### src/rtl/tdr_pkg.sv
package tdr_pkg;

   typedef enum logic [2:0] {
      TI_EXTEST = 3'b000,
      TI_SAMPLE = 3'b001,
      TI_HIGHZ  = 3'b010,
      TI_CLAMP  = 3'b011,
      TI_TCTL   = 3'b100,
      TI_BYPASS = 3'b111
   } tinstr_e;

   typedef enum logic [1:0] {
      PATH_BYP  = 2'd0,
      PATH_BSR  = 2'd1,
      PATH_TCTL = 2'd2
   } path_e;

   typedef enum logic [1:0] {
      OVR_NONE  = 2'd0,
      OVR_CELLS = 2'd1,
      OVR_OFF   = 2'd2
   } ovr_e;

   function automatic path_e path_of(input logic [2:0] code);
      case (code)
         TI_EXTEST, TI_SAMPLE: path_of = PATH_BSR;
         TI_TCTL:              path_of = PATH_TCTL;
         default:              path_of = PATH_BYP;
      endcase
   endfunction

   function automatic ovr_e ovr_of(input logic [2:0] code);
      case (code)
         TI_EXTEST, TI_CLAMP: ovr_of = OVR_CELLS;
         TI_HIGHZ:            ovr_of = OVR_OFF;
         default:             ovr_of = OVR_NONE;
      endcase
   endfunction

   function automatic logic rst_of(input logic [2:0] code);
      rst_of = (code == TI_HIGHZ) || (code == TI_CLAMP);
   endfunction

endpackage

### src/rtl/tdr_bit.sv
// One-bit serial stage with an optional parallel hold copy.
module tdr_bit #(
   parameter bit HAS_HOLD = 1'b0
) (
   input  logic tck,
   input  logic clr,
   input  logic sel,
   input  logic cap,
   input  logic shf,
   input  logic upd,
   input  logic tdi,
   output logic stage_q,
   output logic hold_q
);

   logic cap_val;

   // Capture reloads the hold copy when present, else a constant 0.
   assign cap_val = HAS_HOLD ? hold_q : 1'b0;

   always_ff @(posedge tck) begin
      if (clr)
         stage_q <= 1'b0;
      else if (sel && cap)
         stage_q <= cap_val;
      else if (sel && shf)
         stage_q <= tdi;
   end

   always_ff @(negedge tck) begin
      if (clr)
         hold_q <= 1'b0;
      else if (sel && upd)
         hold_q <= HAS_HOLD ? stage_q : 1'b0;
   end

endmodule

### src/rtl/tdr_bsr.sv
// Boundary-scan chain: two cells per pin (value, enable) plus update cells.
module tdr_bsr #(
   parameter int NUM_PINS = 4
) (
   input  logic                tck,
   input  logic                clr,
   input  logic                sel,
   input  logic                cap,
   input  logic                shf,
   input  logic                upd,
   input  logic                tdi,
   input  logic [NUM_PINS-1:0] pin_in,
   input  logic [NUM_PINS-1:0] core_oe,
   output logic                so,
   output logic [NUM_PINS-1:0] upd_data,
   output logic [NUM_PINS-1:0] upd_en
);

   localparam int CHAIN_LEN = 2 * NUM_PINS;

   logic [CHAIN_LEN-1:0] cap_vec;
   logic [CHAIN_LEN-1:0] sh_q;
   logic [CHAIN_LEN-1:0] cell_q;

   generate
      for (genvar i = 0; i < NUM_PINS; i++) begin : g_pin
         assign cap_vec[2*i]   = pin_in[i];
         assign cap_vec[2*i+1] = core_oe[i];
         assign upd_data[i]    = cell_q[2*i];
         assign upd_en[i]      = cell_q[2*i+1];
      end
   endgenerate

   generate
      if (CHAIN_LEN == 1) begin : g_short
         always_ff @(posedge tck) begin
            if (clr)
               sh_q <= '0;
            else if (sel && cap)
               sh_q <= cap_vec;
            else if (sel && shf)
               sh_q <= tdi;
         end
      end else begin : g_long
         always_ff @(posedge tck) begin
            if (clr)
               sh_q <= '0;
            else if (sel && cap)
               sh_q <= cap_vec;
            else if (sel && shf)
               sh_q <= {tdi, sh_q[CHAIN_LEN-1:1]};
         end
      end
   endgenerate

   assign so = sh_q[0];

   always_ff @(negedge tck) begin
      if (clr)
         cell_q <= '0;
      else if (sel && upd)
         cell_q <= sh_q;
   end

endmodule

### src/rtl/tdr_pad_mux.sv
// Per-pin selection between functional values and test overrides.
module tdr_pad_mux
   import tdr_pkg::*;
#(
   parameter int NUM_PINS = 4
) (
   input  ovr_e                mode,
   input  logic [NUM_PINS-1:0] core_out,
   input  logic [NUM_PINS-1:0] core_oe,
   input  logic [NUM_PINS-1:0] cell_out,
   input  logic [NUM_PINS-1:0] cell_oe,
   output logic [NUM_PINS-1:0] pad_out,
   output logic [NUM_PINS-1:0] pad_oe
);

   generate
      for (genvar i = 0; i < NUM_PINS; i++) begin : g_pad
         always_comb begin
            case (mode)
               OVR_CELLS: begin
                  pad_out[i] = cell_out[i];
                  pad_oe[i]  = cell_oe[i];
               end
               OVR_OFF: begin
                  pad_out[i] = core_out[i];
                  pad_oe[i]  = 1'b0;
               end
               default: begin
                  pad_out[i] = core_out[i];
                  pad_oe[i]  = core_oe[i];
               end
            endcase
         end
      end
   endgenerate

endmodule

### src/rtl/tdr_path.sv
module tdr_path
   import tdr_pkg::*;
#(
   parameter int NUM_PINS = 4
) (
   input  logic                tck,
   input  logic                tdi,
   input  logic [2:0]          instr,
   input  logic                cap_dr,
   input  logic                shf_dr,
   input  logic                upd_dr,
   input  logic                tlr,
   input  logic [NUM_PINS-1:0] core_out,
   input  logic [NUM_PINS-1:0] core_oe,
   input  logic [NUM_PINS-1:0] pin_in,
   output logic                tdo,
   output logic [NUM_PINS-1:0] pad_out,
   output logic [NUM_PINS-1:0] pad_oe,
   output logic                tctl_hold,
   output logic                sys_rst_req
);

   generate
      if (NUM_PINS < 1) begin : g_bad_pins
         $error("tdr_path: NUM_PINS must be at least 1");
      end
   endgenerate

   path_e path;
   ovr_e  mode;
   logic  byp_q, byp_hold, tc_q, bsr_so, ser;
   logic [NUM_PINS-1:0] cell_out, cell_oe;

   assign path        = path_of(instr);
   assign mode        = tlr ? OVR_NONE : ovr_of(instr);
   assign sys_rst_req = !tlr && rst_of(instr);

   tdr_bit #(.HAS_HOLD(1'b0)) i_byp (
      .tck(tck), .clr(tlr), .sel(path == PATH_BYP),
      .cap(cap_dr), .shf(shf_dr), .upd(upd_dr), .tdi(tdi),
      .stage_q(byp_q), .hold_q(byp_hold)
   );

   tdr_bit #(.HAS_HOLD(1'b1)) i_tctl (
      .tck(tck), .clr(tlr), .sel(path == PATH_TCTL),
      .cap(cap_dr), .shf(shf_dr), .upd(upd_dr), .tdi(tdi),
      .stage_q(tc_q), .hold_q(tctl_hold)
   );

   tdr_bsr #(.NUM_PINS(NUM_PINS)) i_bsr (
      .tck(tck), .clr(tlr), .sel(path == PATH_BSR),
      .cap(cap_dr), .shf(shf_dr), .upd(upd_dr), .tdi(tdi),
      .pin_in(pin_in), .core_oe(core_oe), .so(bsr_so),
      .upd_data(cell_out), .upd_en(cell_oe)
   );

   tdr_pad_mux #(.NUM_PINS(NUM_PINS)) i_pads (
      .mode(mode), .core_out(core_out), .core_oe(core_oe),
      .cell_out(cell_out), .cell_oe(cell_oe),
      .pad_out(pad_out), .pad_oe(pad_oe)
   );

   // The bypass hold copy is always 0; fold it into the serial path.
   always_comb begin
      case (path)
         PATH_BSR:  ser = bsr_so;
         PATH_TCTL: ser = tc_q;
         default:   ser = byp_q | byp_hold;
      endcase
   end

   always_ff @(negedge tck) begin
      if (tlr)
         tdo <= 1'b0;
      else
         tdo <= ser;
   end

endmodule

### config.mk
export PLATFORM = sky130hd
export DESIGN_NAME = tdr_path
export DESIGN_NICKNAME = d
export VERILOG_FILES = /design/src/rtl/tdr_pkg.sv /design/src/rtl/tdr_bit.sv /design/src/rtl/tdr_bsr.sv /design/src/rtl/tdr_pad_mux.sv /design/src/rtl/tdr_path.sv
export SDC_FILE = /design/constraint.sdc
export NUM_CORES = 1
export LEC_CHECK = 0
export BUFFER_PORTS_ARGS = -buffer_cell sky130_fd_sc_hd__buf_2
export CORE_AREA = 2 2 50 52
export DETAILED_ROUTE_END_ITERATION = 8
export DIE_AREA = 0 0 52 54
export GPL_ROUTABILITY_DRIVEN = 0
export PLACE_DENSITY = 0.69
export SYNTH_ARGS = -nofsm -noshare
export SYNTH_HDL_FRONTEND = slang
export SYNTH_SLANG_ARGS = --single-unit
### constraint.sdc
create_clock -name tck -period 1.4 [get_ports tck]
set_clock_uncertainty 0.15 [all_clocks]
set_input_delay 0.07 -clock tck [delete_from_list [all_inputs] [get_ports tck]]
set_output_delay 0.07 -clock tck [all_outputs]
set_load 0.02 [all_outputs]
### Word level (Yosys, flattened, before mapping)

Cells that the tools add are included.

| cells by class | value |
|---|---|
| reductions and logical operators | 18 |
| mux-type cells | 16 |
| eq/ne operators | 8 |

Operator list:

| kind | number |
|---|---|
| $mux 8 | 2 |
| $pmux 1 s2 | 5 |
| $logic_and 1x1->1 | 9 |
| $pmux 2 s2 | 2 |
| $eq 3x2->1 const B | 2 |
| $mux 1 | 6 |
| $reduce_or 2->1 | 3 |
| $eq 2x1->1 const B | 2 |
| $eq 2x2->1 const B | 2 |
| $reduce_bool 2->1 | 2 |
| $eq 3x1->1 const B | 1 |
| $eq 3x3->1 const B | 1 |
| $logic_not 3->1 | 1 |
| $logic_not 2->1 | 1 |
| $mux 2 | 1 |
| $logic_not 1->1 | 1 |
| $logic_or 1x1->1 | 1 |

| word-level totals | value |
|---|---|
| flip-flop bits (word level) | 20 |
| output and inout port bits | 11 |
| word-level logic and storage cells | 48 |

### Depth between registers and ports, before layout

Gate-level depths: netlist (run 1).

| logic depth | value |
|---|---|
| word-level depth | 7 |
| gate-level depth with buffers | 6 |

### Hierarchy

From an unflattened synthesis (run 1), not the netlist that was laid out.

| second synthesis, totals | value |
|---|---|
| cell total of the unflattened synthesis | 133 |
| area total of the unflattened synthesis | 1037.2 um^2 |

By module, submodules not included:

| module | area an instance (um^2) | times used | cells each |
|---|---|---|---|
| tdr_bsr | 654.4 | 1 | 82 |
| tdr_pad_mux | 123.9 | 1 | 19 |
| tdr_bit at i_tctl | 106.4 | 1 | 13 |
| tdr_path | 92.6 | 1 | 12 |
| tdr_bit at i_byp | 60.1 | 1 | 7 |

==> impl_metrics.csv, run 1 <==
group,metric,value,unit
global_routing,grt_antenna_before_repair,0,
synthesis,ys_seq_area_share,39.2,%
placement,preCtsSetupSlack,-0.579,ns
synthesis,syn_avg_cell_area,8.89,um^2
sta,finalHoldViolCount,0,
floorplan,initial_core_util,44.1,%
worst_hold_path,holdCritPathClass,"in2reg",
drt,dr_total_vias,1156,
sta,slew_violations,0,
cts,clk_path_buf_depth,2,
worst_setup_path,r2r_slack,-0.31,ns
worst_setup_path,r2r-end,"i_tctl.hold_q",
pwr,power.internal,0.932,mW
final_layout,fin_area,0.00175,mm^2
pwr,powerDensity,786,mW/mm^2
drt,drt-met1-wl,1340,um
worst_setup_path,max_stage_delay,0.31,ns
worst_hold_path,hold-path-endpoint,"i_byp.stage_q",
pwr,power.share.clock,29.5,%
synthesis,netlist_area,0.00102,mm^2
placement,io_buffers,31,
floorplan,rows,18,
placement,place_hpwl,2080,um
cts,clockRootBuffer,"clkbuf_4",
synthesis,ys_types,24,
pwr,comb_power_share,26.3,%
cts,cts_buffers,3,
worst_setup_path,critPathMaxFanout,2,
pwr,p_sw_share,32.3,%
synthesis,synth_nets,138,
final_layout,multi_input_area,649,um^2
global_routing,grt_pass1_wl,4660,um
run_status,violations,"setup timing",
synthesis,synth_warnings,0,
sta,rsz0062_at_grt,"true",
worst_setup_path,start_kind,"flip-flop",
floorplan,design.die.area,0.00281,mm^2
final_layout,stdcell_count,223,
sta,whs,0.0372,ns
drt,drt-total-wl,3040,um
synthesis,synth_seq_cells,20,
worst_setup_path,worstPathRequired,1.18,ns
placement,dp.cells,196,
synthesis,synth_top_area_cell,"dfxtp_1",
pwr,p_seq_share,44.1,%
worst_setup_path,crit_buf_inv,1,
cts,clk_pin_slew,0.12,ns
pwr,total_power,1.38,mW
run_status,outcome,"finished with violations",
worst_setup_path,r2r_start,"i_tctl.stage_q",
synthesis,postSynthCellCount,115,
synthesis,ys_top_cells_by_area,"dfxtp_1, mux2i_1, a21oi_1",
worst_hold_path,min-delay-start,"tlr",
final_layout,nFillCells,164,
worst_setup_path,path_delay_family,"flip-flops",
drt,wl_met3,128,um
worst_setup_path,worstRegToRegCells,3,
pwr,power.switching,0.445,mW
cts,cts.sinks,20,
floorplan,die_h,54,um
worst_setup_path,critPathCaptureType,"output port",
drt,via_per_inst,5.18,
floorplan,core-area,0.00232,mm^2
final_layout,num_antenna_cells,0,
worst_setup_path,cp_slowest_cell,"dfxtp_1",
final_layout,drive_gt1_share,54.9,%
cts,h-tree-depth,1,
drt,highest_layer,"met4",
worst_setup_path,crit_chain,"mux2_4, buf_6",
worst_hold_path,worstHoldPathCells,3,
global_routing,grt_max_degree,12,
drt,drc,0,
drt,dr.pass1.iters,4,
floorplan,io_pins,32,
drt,antenna_left,0,
final_layout,seq_area,423,um^2
cts,cts_tree,"yes",
final_layout,area_delta_synth_final,71.5,%
sta,maxSlewHeadroom,78.9,%
drt,routedWlPerCell,13.6,um
cts,insertion_delay,0.36,ns
global_routing,track_usage,22.6,%
drt,met2_length,1520,um
sta,setup_violations,21,
pwr,p_leak,0.819,nW
sta,worstMarginPinSlew,0.316,ns
floorplan,die_w,52,um
flow_run,maxCapViolations,0,
sta,worst_slack,-0.581,ns
global_routing,gr-total-overflow,0,
placement,placed_cell_area,0.00141,mm^2
global_routing,grt_pass1_vias,1107,
drt,drt_iter0_drc,30,
final_layout,finalNetCount,217,
synthesis,yosysTopAreaCellShare,39.2,%
worst_setup_path,crit_type,"reg2out",
worst_setup_path,critPathArrivalTime,1.76,ns
pwr,ir_worst_vdd,0.000530,V
final cells by class:
class / count / share of cell area, %
clock buffers: 3 / 1.28
clock inverters: 11 / 2.43
inverters: 3 / 0.642
multi-input cells: 84 / 37.0
flip-flops and latches: 20 / 24.1
well taps: 30 / 2.14
repair buffers: 72 / 32.3
sequential cells by signal (all words and copies together) (netlist names):
name            flops
i_byp.stage_q       1
tdo                 1
i_tctl.hold_q       1
i_bsr.cell_q        8
i_tctl.stage_q      1
i_bsr.sh_q          8
how the worst max path moves through the flow:
| stage | start | end | slack (ns) | depth (start not counted) |
|---|---|---|---|---|
| floorplan | instr[1] | i_tctl.hold_q | -0.48 | 4 |
| global placement | instr[2] | i_tctl.hold_q | -0.51 | 4 |
| detailed placement | instr[2] | i_tctl.hold_q | -0.58 | 4 |
| CTS | i_bsr.cell_q[6] | pad_out[3] | -0.59 | 2 |
| global route | i_bsr.cell_q[6] | pad_out[3] | -0.62 | 2 |
| finish | i_bsr.cell_q[0] | pad_out[0] | -0.58 | 2 |
worst reg2reg max path: stages, from the launching register on:
cell	delay, ns
dfxtp_2	0.37
inv_2	0.04
or3_4	0.32
a21oi_2	0.12
cell usage in the layout, fill, tap and decap left out, drive strengths merged, types with 2 or more instances in the layout:
master / count
ha: 2
inv: 13
nor2: 13
dfxtp: 20
o21ai: 5
mux2: 4
a21oi: 13
a211oi: 8
clkbuf: 3
nor3: 2
nand2: 10
buf: 61
dlygate4sd3: 11
mux2i: 17
nor3b: 2
kinds of logic (layout without fill, tap and decap cells):
logic type	count (synthesis)	after routing	share of synthesized area, %
AOI/OAI and AO/OA	28	28	16.6
DFF	20	20	39.2
and+or+nand+nor	32	32	14.7
adders and majority gates	2	2	2.45
muxes	21	21	21.1
xor gates and xnor gates	1	1	0.857
buffers and inverters	11	89	5.14
power groups by stage:
stage	combinational, mW	sequential [mW]	clock, mW
2_1_floorplan	0.165	0.616	0.0484
3_3_place_gp	0.278	0.615	0.0484
3_5_place_dp	0.284	0.616	0.0484
4_1_cts	0.347	0.609	0.401
5_1_grt	0.390	0.609	0.451
6_report	0.363	0.608	0.407
per-layer routing:
layer	global-route usage (%)	up-vias
met2	40.1	32
li1	-	567
met3	3.33	6
met5	0	-
met1	27.5	551
met4	8.33	0
cell usage after synthesis:
library cell and n:
nor2_1 13, nand2b_1 1, a211oi_1 8, clkbuf_1 2, dfxtp_1 20, o32ai_1 1, xor2_1 1, buf_1 1
inv_1 4, o21ai_0 5, a21oi_1 13, mux2_2 4, o221a_2 1, nor3b_1 2, or3b_4 1, buf_2 3
nand2_1 10, and3b_1 1, ha_1 2, nor3_1 2, mux2i_1 17, buf_6 1, or2_2 1, or3_1 1
repair_timing:
action	in CTS	in global routing
setup buffers	3	0
pin swaps	7	8
gates resized for setup	46	10
hold buffers	11	0
endpoints found under the setup margin	21	26
hold endpoints to repair	9	0
metrics by stage:
stage / setup TNS [ns] / utilization [%]
2_1_floorplan: -5.20 / -
3_3_place_gp: -6.59 / 60.7
3_5_place_dp: -7.36 / 60.7
4_1_cts: -6.23 / 74.2
5_1_grt: -6.87 / 75.6
6_report: -6.22 / 75.6
Power figures use the tool's default switching activity.
==> run 2: changes to the inputs <==
--- a/config.mk
+++ b/config.mk
@@ -7,9 +7,10 @@
 export LEC_CHECK = 0
 export BUFFER_PORTS_ARGS = -buffer_cell sky130_fd_sc_hd__buf_2
-export CORE_AREA = 2 2 50 52
+export CORE_AREA = 2 2 52 54
 export DETAILED_ROUTE_END_ITERATION = 8
-export DIE_AREA = 0 0 52 54
+export DIE_AREA = 0 0 54 56
 export GPL_ROUTABILITY_DRIVEN = 0
-export PLACE_DENSITY = 0.69
+export PLACE_DENSITY = 0.67
+export SETUP_SLACK_MARGIN = 0.4
 export SYNTH_ARGS = -nofsm -noshare
 export SYNTH_HDL_FRONTEND = slang
==> constraint.sdc (replaced) <==
create_clock -name tck -period 1.68 [get_ports tck]
set_clock_uncertainty 0.15 [all_clocks]
set_input_delay 0.168 -clock tck [delete_from_list [all_inputs] [get_ports tck]]
set_output_delay 0.168 -clock tck [all_outputs]
set_load 0.02 [all_outputs]
==> run 2 against run 1 <==
  * Final cell count shrank 8.1%
  * The flow still finishes with violations (setup timing)
  * Setup slack gained 0.031 ns
  * Critical path type unchanged
  * Die area grew 7.7%
  * Critical endpoint is now pad_out[1]
  * Clock power shrank 14%
  * Global-route usage shrank 2.6 points
  * Worst hold slack lost 0.0022 ns
  * Non-clock buffer count shrank 18
==> impl_metrics.csv, run 2 (same netlist as run 1, synthesis figures left out) <==
group,metric,value,unit
final_layout,final_common_cell,"buf_2",
drt,drt_iter0_drc,8,
worst_setup_path,start_kind,"flip-flop",
run_status,outcome,"finished with violations",
final_layout,finalNetCount,199,
worst_hold_path,min-delay-start,"pin_in[1]",
floorplan,io_pins,32,
global_routing,grt_pass1_wl,4570,um
cts,clockRootBuffer,"clkbuf_4",
final_layout,area_delta_synth_final,56.7,%
worst_setup_path,crit_type,"reg2out",
drt,via_per_inst,5.06,
final_layout,reg_top3,"i_bsr.cell_q x8, i_bsr.sh_q x8",
sta,worst_slack,-0.551,ns
cts,clk_pin_slew,0.12,ns
pwr,ir_worst_vdd,0.000462,V
global_routing,gr-total-overflow,0,
flow_run,maxCapViolations,0,
cts,insertion_delay,0.38,ns
final_layout,final_cell_mix,"buf_2, buf_4, mux2i_1",
pwr,p_leak,0.742,nW
drt,dr.pass1.iters,4,
run_status,violations,"setup timing",
floorplan,initial_core_util,42.0,%
sta,rsz0062_at_grt,"true",
drt,drc,0,
final_layout,nFillCells,199,
final_layout,num_antenna_cells,0,
worst_setup_path,r2r_start,"i_tctl.hold_q",
drt,drt-total-wl,2720,um
worst_hold_path,holdCritPathClass,"in2reg",
drt,dr_total_vias,1037,
worst_setup_path,worstPathRequired,1.36,ns
cts,clk_path_buf_depth,2,
global_routing,grt_max_degree,13,
drt,routedWlPerCell,13.2,um
worst_setup_path,cp-startpoint,"i_bsr.cell_q[2]",
final_layout,fin_area,0.00160,mm^2
cts,h-tree-depth,1,
global_routing,grt_pass1_vias,1019,
floorplan,die_h,56,um
floorplan,design.die.area,0.00302,mm^2
sta,maxSlewHeadroom,76.8,%
global_routing,track_usage,20.0,%
placement,io_buffers,31,
placement,place_hpwl,1950,um
floorplan,rows,18,
drt,antenna_left,0,
sta,slew_violations,0,
worst_setup_path,critPathMaxFanout,2,
global_routing,grt_antenna_before_repair,0,
sta,setup_violations,14,
final_layout,drive_gt1_share,49.1,%
floorplan,core-area,0.00243,mm^2
final_layout,fin_util,65.8,%
cts,cts.sinks,20,
worst_setup_path,critPathArrivalTime,1.91,ns
worst_setup_path,critPathCaptureType,"output port",
sta,fin_tns_setup,-5.22,ns
cts,cts_buffers,3,
sta,worstMarginPinSlew,0.348,ns
pwr,powerDensity,700,mW/mm^2
placement,placed_cell_area,0.00134,mm^2
cts,cts_tree,"yes",
sta,finalHoldViolCount,0,
floorplan,die_w,54,um
[run 2: repair_timing]
action,in CTS,in global routing
hold endpoints to repair,2,0
resized for setup,35,11
setup endpoints to repair,21,22
pin swaps,8,4
setup buffers,3,1
hold buffers,2,0
[run 2: power by group]
group          leakage [nW]  total (mW)  internal, mW  switching, mW
clock network        0.0715       0.351         0.123          0.228
logic                 0.503       0.263         0.138          0.126
registers             0.168       0.508         0.493         0.0142
[run 2: cell type report]
cell class	count	area (um^2)	share of cell area [%]
multi-input combinational	84	648	40.5
timing repair buffer	54	423	26.4
sequential	20	415	25.9
clock inverter	11	43.8	2.73
tap	30	37.5	2.34
clock buffer	3	22.5	1.41
inverter	3	11.3	0.703
[run 2: worst paths after layout]
path | to | slack [ns] | cells after the start
min reg2reg | i_bsr.cell_q[1] | 0.34 | 2
min | i_bsr.sh_q[2] | 0.03 | 3
max reg2reg | i_tctl.stage_q | -0.19 | 3
max | pad_out[1] | -0.55 | 2
[run 2: worst max-delay path: stages (launching register included)]
cell and delay (ns):
dfxtp_2 0.31, mux2_4 0.25, buf_6 0.13
[run 2: per-layer routing]
layer	routed length (um)	global-route usage [%]	vias up	part of all wire [%]
met3	86	2.69	7	3.2
met2	1350	32.2	21	50
met4	59	8.21	0	2.2
met5	0	0	-	0
li1	-	-	528	-
met1	1220	26.0	481	45
[run 2: stage by stage]
stage	instances	power (mW)	hold slack, ns	setup slack [ns]
2_1_floorplan	115	0.691	0.188	-0.434
3_3_place_gp	186	0.766	0.309	-0.454
3_5_place_dp	186	0.772	0.320	-0.496
4_1_cts	204	1.12	0.0247	-0.575
5_1_grt	205	1.20	0.0390	-0.594
6_report	205	1.12	0.0349	-0.551
==> run 3: changes to the inputs <==
--- a/config.mk
+++ b/config.mk
@@ -6,5 +6,5 @@
 export NUM_CORES = 1
 export LEC_CHECK = 0
-export BUFFER_PORTS_ARGS = -buffer_cell sky130_fd_sc_hd__buf_2
+export BUFFER_PORTS_ARGS = -buffer_cell sky130_fd_sc_hd__clkbuf_2
 export CORE_AREA = 2 2 52 54
 export DETAILED_ROUTE_END_ITERATION = 8
==> constraint.sdc (replaced) <==
create_clock -name tck -period 1.68 [get_ports tck]
set_clock_uncertainty 0.15 [all_clocks]
set_input_delay 0.336 -clock tck [delete_from_list [all_inputs] [get_ports tck]]
set_output_delay 0.336 -clock tck [all_outputs]
set_load 0.02 [all_outputs]
==> run 3 against run 2 <==
  * The flow still finishes with violations (setup timing)
  * Cell area is 5.8% higher
  * Critical path depth unchanged
  * Register-to-register slack worse by 0.13 ns
  * Non-clock buffer count shrank 2
  * Via count is 1.3% higher
  * Worst hold slack better by 0.15 ns
  * Core utilization up 3.8 points
  * Setup slack worse by 0.16 ns
  * Die area unchanged
  * Count of clock-buffer cells in the layout unchanged
  * Wire length rose by 5.7%
  * Sequential share of layout area decreased by 1.3 points
  * Largest cell class unchanged
  * Highest routed layer unchanged
==> impl_metrics.csv, run 3 (same netlist as run 1, synthesis figures left out) <==
group,metric,value,unit
pwr,ir_worst_vdd,0.000563,V
final_layout,drive_gt1_share,54.3,%
sta,whs,0.187,ns
floorplan,rows,18,
cts,insertion_delay,0.37,ns
cts,clockRootBuffer,"clkbuf_4",
drt,via_per_inst,5.17,
final_layout,final_cell_mix,"clkbuf_2, mux2i_1, buf_4",
placement,io_buffers,31,
sta,worst_slack,-0.710,ns
global_routing,grt_pass1_vias,1020,
worst_setup_path,critPathMaxFanout,2,
cts,cts_buffers,3,
cts,ctsHoldBuffers,0,
sta,slew_violations,0,
floorplan,initial_core_util,42.0,%
cts,h-tree-depth,1,
drt,drt-total-wl,2870,um
sta,rsz0062_at_grt,"true",
final_layout,nFillCells,190,
pwr,p_leak,0.759,nW
sta,maxSlewHeadroom,76.0,%
drt,dr_total_vias,1050,
sta,finalHoldViolCount,0,
pwr,powerDensity,673,mW/mm^2
worst_setup_path,crit_type,"reg2out",
floorplan,die_h,56,um
final_layout,final_common_cell,"clkbuf_2",
final_layout,area_delta_synth_final,65.7,%
cts,clk_pin_slew,0.13,ns
sta,worstMarginPinSlew,0.358,ns
sta,setup_violations,21,
placement,preCtsSetupSlack,-0.646,ns
worst_setup_path,critPathCaptureType,"output port",
drt,drc,0,
global_routing,grt_antenna_before_repair,0,
global_routing,track_usage,19.6,%
drt,routedWlPerCell,14.1,um
worst_setup_path,start_kind,"flip-flop",
cts,cts.sinks,20,
drt,dr.pass1.iters,4,
drt,drt_iter0_drc,11,
global_routing,grt_pass1_wl,4370,um
floorplan,die_w,54,um
floorplan,core-area,0.00243,mm^2
global_routing,gr-total-overflow,0,
run_status,violations,"setup timing",
global_routing,grt_max_degree,13,
placement,place_hpwl,1980,um
worst_hold_path,holdCritPathClass,"in2reg",
worst_setup_path,worstPathRequired,1.19,ns
final_layout,reg_top3,"i_bsr.cell_q x8, i_bsr.sh_q x8",
final_layout,finalNetCount,197,
drt,antenna_left,0,
flow_run,maxCapViolations,0,
run_status,outcome,"finished with violations",
sta,fin_tns_setup,-8.02,ns
floorplan,io_pins,32,
final_layout,num_antenna_cells,0,
cts,clk_path_buf_depth,2,
worst_setup_path,critPathArrivalTime,1.90,ns
cts,cts_tree,"yes",
floorplan,design.die.area,0.00302,mm^2
run 3: final cells by class:
class | count | area, um^2 | area share, %
repair buffers | 52 | 459 | 27.1
flip-flops and latches | 20 | 417 | 24.6
multi-input cells | 84 | 706 | 41.7
well taps | 30 | 37.5 | 2.22
clock inverters | 11 | 41.3 | 2.44
clock buffers | 3 | 22.5 | 1.33
inverters | 3 | 11.3 | 0.665
run 3: repair_timing:
action	CTS	global route
resized for setup	28	44
pin swaps	6	3
endpoints found under the setup margin	30	28
setup buffers	1	3
run 3: worst paths after layout:
kind / slack [ns] / endpoint / start / depth (start not counted)
worst max-delay path: -0.71 / pad_out[1] / i_bsr.cell_q[2] / 2
worst min-delay path: 0.19 / i_bsr.sh_q[2] / pin_in[1] / 3
worst min register to register: 0.33 / i_bsr.cell_q[2] / i_bsr.cell_q[2] / 2
worst max register to register: -0.32 / i_tctl.stage_q / i_tctl.hold_q / 5
run 3: layer usage:
metal | up-vias | part of all wire, % | GRT usage, %
met5 | - | 0 | 0
met2 | 21 | 53 | 31.2
li1 | 526 | - | -
met1 | 498 | 43 | 24.8
met4 | 0 | 1.5 | 8.93
met3 | 5 | 3.2 | 4.03
run 3: power by group:
part	leakage, nW	switching [mW]	internal, mW	total (mW)
sequential	0.169	0.0145	0.493	0.508
combinational	0.520	0.136	0.157	0.293
clock	0.0713	0.220	0.119	0.339
run 3: worst max-delay path, stage by stage (launching register included):
cell and delay [ns]:
dfxtp_2 0.31, mux2_4 0.26, buf_8 0.13
run 3: through the flow:
| stage | utilization, % | area (um^2) | cells | power [mW] |
|---|---|---|---|---|
| after floorplan | - | 1120 | 115 | 0.704 |
| after global placement | 56.9 | 1390 | 186 | 0.783 |
| after detailed placement | 56.9 | 1390 | 186 | 0.789 |
| after CTS | 63.7 | 1550 | 200 | 1.12 |
| after global routing | 69.7 | 1690 | 203 | 1.21 |
| final | 69.7 | 1690 | 203 | 1.14 |
